===== config.mk =====
export PLATFORM = sky130hd
export DESIGN_NAME = run_state_reg
export DESIGN_NICKNAME = d
export VERILOG_FILES = /design/src/rtl/run_state_pkg.sv /design/src/rtl/run_settle_ctr.sv /design/src/rtl/run_state_fsm.sv /design/src/rtl/run_state_reg.sv
export SDC_FILE = /design/constraint.sdc
export NUM_CORES = 1
export LEC_CHECK = 0
export BUFFER_PORTS_ARGS = -buffer_cell sky130_fd_sc_hd__buf_2
export CAP_MARGIN = 20
export CORE_MARGIN = 5
export CORE_UTILIZATION = 50
export DETAILED_ROUTE_END_ITERATION = 8
export PLACE_DENSITY = 0.81
export SLEW_MARGIN = 20
export SYNTH_ARGS = -nofsm -noshare
export SYNTH_HDL_FRONTEND = slang
export SYNTH_SLANG_ARGS = --single-unit

===== constraint.sdc =====
create_clock -name clk_i -period 5 [get_ports clk_i]
set_input_delay 1.25 -clock clk_i [delete_from_list [all_inputs] [get_ports clk_i]]
set_output_delay 1.25 -clock clk_i [all_outputs]
set_load 0.1 [all_outputs]

===== src/rtl/run_state_pkg.sv =====
package run_state_pkg;
  typedef enum logic [1:0] {
    ST_RESET = 2'd0,
    ST_RUN   = 2'd1,
    ST_CLEAR = 2'd2,  // command code only, never a held state
    ST_PAUSE = 2'd3
  } run_state_e;
endpackage


===== src/rtl/run_settle_ctr.sv =====
module run_settle_ctr #(
  parameter int SETTLE_CYCLES = 4
) (
  input  logic clk_i,
  input  logic rst_ni,
  input  logic start_i,
  input  logic clear_i,
  output logic settled_o
);
  localparam int CW = $clog2(SETTLE_CYCLES + 1);

  logic [CW-1:0] cnt_q;

  always_ff @(posedge clk_i or negedge rst_ni) begin
    if (!rst_ni)            cnt_q <= '0;
    else if (clear_i)       cnt_q <= '0;
    else if (start_i)       cnt_q <= CW'(SETTLE_CYCLES);
    else if (cnt_q != '0)   cnt_q <= cnt_q - CW'(1);
  end

  assign settled_o = (cnt_q == '0);

  a_r3_cnt_bound: assert property (@(posedge clk_i) disable iff (!rst_ni)
    cnt_q <= CW'(SETTLE_CYCLES));
  a_r3_count_down: assert property (@(posedge clk_i) disable iff (!rst_ni)
    (cnt_q != '0 && !start_i && !clear_i) |=> (cnt_q == $past(cnt_q) - CW'(1)));
endmodule


===== src/rtl/run_state_fsm.sv =====
module run_state_fsm
  import run_state_pkg::*;
#(
  parameter int DATA_W = 8
) (
  input  logic              clk_i,
  input  logic              rst_ni,
  input  logic              wr_en_i,
  input  logic [DATA_W-1:0] wr_data_i,
  input  logic              sw_rst_i,
  input  logic              settled_i,
  output logic [1:0]        state_o,
  output logic [DATA_W-4:0] upper_o,
  output logic              start_o,
  output logic              illegal_o
);
  localparam int UW = DATA_W - 3;

  run_state_e    state_q, state_d;
  logic          pend_q, pend_d;
  logic [UW-1:0] upper_q, upper_d;
  logic          illegal_q;
  logic          acc, bad;
  logic [1:0]    req;

  assign acc = wr_en_i && settled_i && !sw_rst_i;
  assign bad = wr_en_i && !settled_i && !sw_rst_i;
  assign req = wr_data_i[1:0];

  always_comb begin
    state_d = state_q;
    pend_d  = pend_q;
    upper_d = upper_q;
    start_o = 1'b0;
    if (acc) begin
      if (pend_q) begin
        pend_d = 1'b0;
        if (req == ST_CLEAR) begin
          state_d = ST_RESET;
          upper_d = wr_data_i[DATA_W-1:3];
          start_o = 1'b1;
        end
      end else begin
        upper_d = wr_data_i[DATA_W-1:3];
        if (req == ST_CLEAR) begin
          if (state_q == ST_PAUSE) pend_d = 1'b1;
        end else if (req != state_q) begin
          state_d = run_state_e'(req);
          start_o = 1'b1;
        end
      end
    end
  end

  always_ff @(posedge clk_i or negedge rst_ni) begin
    if (!rst_ni) begin
      state_q   <= ST_RESET;
      pend_q    <= 1'b0;
      upper_q   <= '0;
      illegal_q <= 1'b0;
    end else if (sw_rst_i) begin
      state_q   <= ST_RESET;
      pend_q    <= 1'b0;
      upper_q   <= '0;
      illegal_q <= 1'b0;
    end else begin
      state_q   <= state_d;
      pend_q    <= pend_d;
      upper_q   <= upper_d;
      if (bad) illegal_q <= 1'b1;
    end
  end

  assign state_o   = state_q;
  assign upper_o   = upper_q;
  assign illegal_o = illegal_q;

  a_r7_arm_keeps_pause: assert property (@(posedge clk_i) disable iff (!rst_ni)
    (acc && !pend_q && state_q == ST_PAUSE && req == ST_CLEAR)
      |=> (pend_q && state_q == ST_PAUSE && settled_i));
  a_r8_pend_in_pause: assert property (@(posedge clk_i) disable iff (!rst_ni)
    pend_q |-> state_q == ST_PAUSE);
  a_r9_cancel: assert property (@(posedge clk_i) disable iff (!rst_ni)
    (acc && pend_q && req != ST_CLEAR) |=> (!pend_q && state_q == ST_PAUSE));
endmodule


===== src/rtl/run_state_reg.sv =====
module run_state_reg #(
  parameter int DATA_W        = 8,
  parameter int SETTLE_CYCLES = 4
) (
  input  logic              clk_i,
  input  logic              rst_ni,
  input  logic              wr_en_i,
  input  logic [DATA_W-1:0] wr_data_i,
  input  logic              sw_rst_i,
  output logic [DATA_W-1:0] rd_data_o,
  output logic [1:0]        state_o,
  output logic              settled_o,
  output logic              illegal_o
);
  localparam int UW = DATA_W - 3;

  logic          start;
  logic [UW-1:0] upper;

  run_settle_ctr #(.SETTLE_CYCLES(SETTLE_CYCLES)) u_settle (
    .clk_i     (clk_i),
    .rst_ni    (rst_ni),
    .start_i   (start),
    .clear_i   (sw_rst_i),
    .settled_o (settled_o)
  );

  run_state_fsm #(.DATA_W(DATA_W)) u_fsm (
    .clk_i     (clk_i),
    .rst_ni    (rst_ni),
    .wr_en_i   (wr_en_i),
    .wr_data_i (wr_data_i),
    .sw_rst_i  (sw_rst_i),
    .settled_i (settled_o),
    .state_o   (state_o),
    .upper_o   (upper),
    .start_o   (start),
    .illegal_o (illegal_o)
  );

  assign rd_data_o = {upper, settled_o, state_o};

  a_r2_no_code2: assert property (@(posedge clk_i) disable iff (!rst_ni)
    state_o != 2'd2);
  a_r3_change_unsettled: assert property (@(posedge clk_i) disable iff (!rst_ni)
    (state_o != $past(state_o) && !$past(sw_rst_i)) |-> !settled_o);
  a_r6_ignored_write: assert property (@(posedge clk_i) disable iff (!rst_ni)
    (wr_en_i && !settled_o && !sw_rst_i) |=> (illegal_o && $stable(state_o)));
  a_r6_sticky: assert property (@(posedge clk_i) disable iff (!rst_ni)
    (illegal_o && !sw_rst_i) |=> illegal_o);
  a_r10_soft_reset: assert property (@(posedge clk_i) disable iff (!rst_ni)
    sw_rst_i |=> (state_o == 2'd0 && settled_o && !illegal_o));
endmodule


==> metrics.cfg <==
[hold_path]
hold_class=reg -> reg
hold_depth=2
worstHoldStart=u_fsm.illegal_o
holdPathEnd=u_fsm.illegal_o

[logic_synthesis]
synthSimpleGateAreaFrac=0.159
synth_edf_count=0
ys.flop_type=dfrtp_1
synth-seq-area-share=0.454
yosys.area.top_type=dfrtp_1
synth_top_family_by_area=simple AND/OR/NAND/NOR gates
synth_compound_area_frac=0.113
yosys.area_share.adder=0.0378
synth_cell_types=24
synthTopCellsByArea=dfrtp_1, mux2i_1, nor2_1, a311oi_4, ha_1
synthCells=62
yosys_warnings=0
synth_xor_area_frac=0.0265
ys_ff_latch=12
muxShareOfSynthArea=0.130
syn-num-nets=76
synth_area_sq_um=662
yosysTopAreaCellShare=0.454
async_flop_share=1.00
syn_avg_cell_area_sq_um=10.7

[routing]
post_drt_via_cell_ratio=5.25
dr_total_vias=509
drc=0
ant_nets=0
drtIter0Drc=3
routed_wl_um=1220
dr.pass1.iters=4
drt-wirelength-per-cell_um=12.5

[clock_tree]
clk_pin_slew_worst_paths_ns=0.07
clock-sinks=12
clockBufferDepth=2
cts_tree=built
numCtsBuffers=3
cts_hold_buf=0
post_cts.repair.setup_buffers=0
root_buffer=clkbuf_4
post_cts_resized=0
htree_levels=1
clkLatencyLatePin_ns=0.26

[sta]
finalSetupTns_ns=0
setup_violations=0
timing.slew.headroom=0.675
finalMaxSlewViolations=0
fin_crit_sh=0.571
period_needed_ns=2.86
fmax_ghz=0.350
tightest_slew_ns=0.491
rsz0062_at_grt=false
hold_violations=0
fin_skew_ns=0.00482

[critical_path]
r2r_slack_ns=3.06
r2r_cells=6
cp-start-kind=register
r2r_end=u_fsm.state_o[1]
cp.arrival_ns=1.61
worst-path-max-fanout=5
r2r_start=u_settle.cnt_q[0]
worstPathRequired_ns=3.75
critical_path_class=reg -> out
worstSetupEndpointType=output port

[floorplan]
rows=13
die_area_sq_um=2150
coreArea_sq_um=1270
die_x_um=46.4
ios=24
die_y_um=46.4
initial_core_util=0.522

[final_layout]
diodes=0
nets=98
final_layout_size_suffix_gt1_frac=0.378
area_growth_pct=17.2
fill_cells=112

[job]
cap_viol_max_count=0

[grt]
grt_pass1_vias=514
grt_overflow=0
antenna_found_initial=0
grt_max_degree=14
track_usage=0.136
grt_pass1_wl_um=2080

[status]
status=finished, final reports clean

[placed_design]
port_buffers=22
hpwl_um=965
gp_congestion=0.848

-- placed cells by master (no fill, tap or decap), types with 2 or more instances in the layout --
cell type  synthesis  routed
nor2_1            11      11
a21oi_1            2       2
inv_1              4       4
buf_2              0      22
dfrtp_1           12      12
ha_1               2       2
xnor2_1            2       2
nand2_1            3       3
nand2b_1           3       3
mux2i_1            6       6
clkbuf_4           0       3
-- sequential cells by signal (all words and copies together), names as in the netlist --
| signal | count |
|---|---|
| u_fsm.pend_q | 1 |
| u_settle.cnt_q | 3 |
| u_fsm.upper_o | 5 |
| u_fsm.illegal_o | 1 |
| u_fsm.state_o | 2 |
-- worst max-delay path, stage by stage, from the launching register on --
cell      delay [ns]
dfrtp_1         0.39
inv_1           0.09
ha_1            0.19
nand2b_1        0.15
inv_1           0.09
buf_2           0.42
-- worst max path at each step --
stage / startpoint / endpoint / slack [ns] / cells after the start
final: u_settle.cnt_q[0] / rd_data_o[2] / 2.14 / 5
after global routing: u_settle.cnt_q[0] / settled_o / 2.03 / 5
after CTS: u_settle.cnt_q[0] / rd_data_o[2] / 2.13 / 5
after detailed placement: wr_data_i[0] / u_fsm.state_o[1] / 2.29 / 5
after global placement: wr_data_i[0] / u_fsm.state_o[1] / 2.29 / 5
after floorplan: u_settle.cnt_q[0] / rd_data_o[2] / 1.95 / 5
-- cells by family (layout without fill, tap and decap cells) --
| family | count (synthesis) | count (layout) |
|---|---|---|
| fa+ha+maj | 2 | 2 |
| mux | 8 | 8 |
| compound gates | 7 | 7 |
| simple gates | 22 | 22 |
| buf+inv | 9 | 29 |
| flops | 12 | 12 |
| xor+xnor | 2 | 2 |
-- metal layers --
metal,vias to the layer above,GRT usage,wire length [um]
li1,245,-,-
met1,239,0.158,534
met2,23,0.231,592
met3,2,0.0313,82
met4,0,0.0682,6
met5,-,0,0
-- per-stage QoR --
stage          setup slack [ns]  utilization  hold slack [ns]  cell area (sq um)  std cells
3_5_place_dp               2.29        0.594            0.487                753         94
6_report                   2.14        0.611            0.491                776         97
2_1_floorplan              1.95            -            0.520                662         62
3_3_place_gp               2.29        0.594            0.474                753         94
4_1_cts                    2.13        0.611            0.502                776         97
5_1_grt                    2.03        0.611            0.559                776         97
-- cells in the mapped netlist (2+ instances only) --
library cell / count
nand2_1: 3
xnor2_1: 2
dfrtp_1: 12
ha_1: 2
buf_4: 3
inv_1: 4
a21oi_1: 2
nor2_1: 11
nand2b_1: 3
mux2i_1: 6
-- cell type report --
type,instances,area [sq um],share of cell area
flip-flops and latches,12,300,0.387
multi-input cells,41,309,0.398
clock buffers,3,22.5,0.0290
inverters,4,15.0,0.0194
repair buffers,22,110,0.142
well taps,15,18.8,0.0242
Power is left out: the tool's default activity adds up to more than one toggle a clock period on the data nets, which glitch-free logic cannot reach.
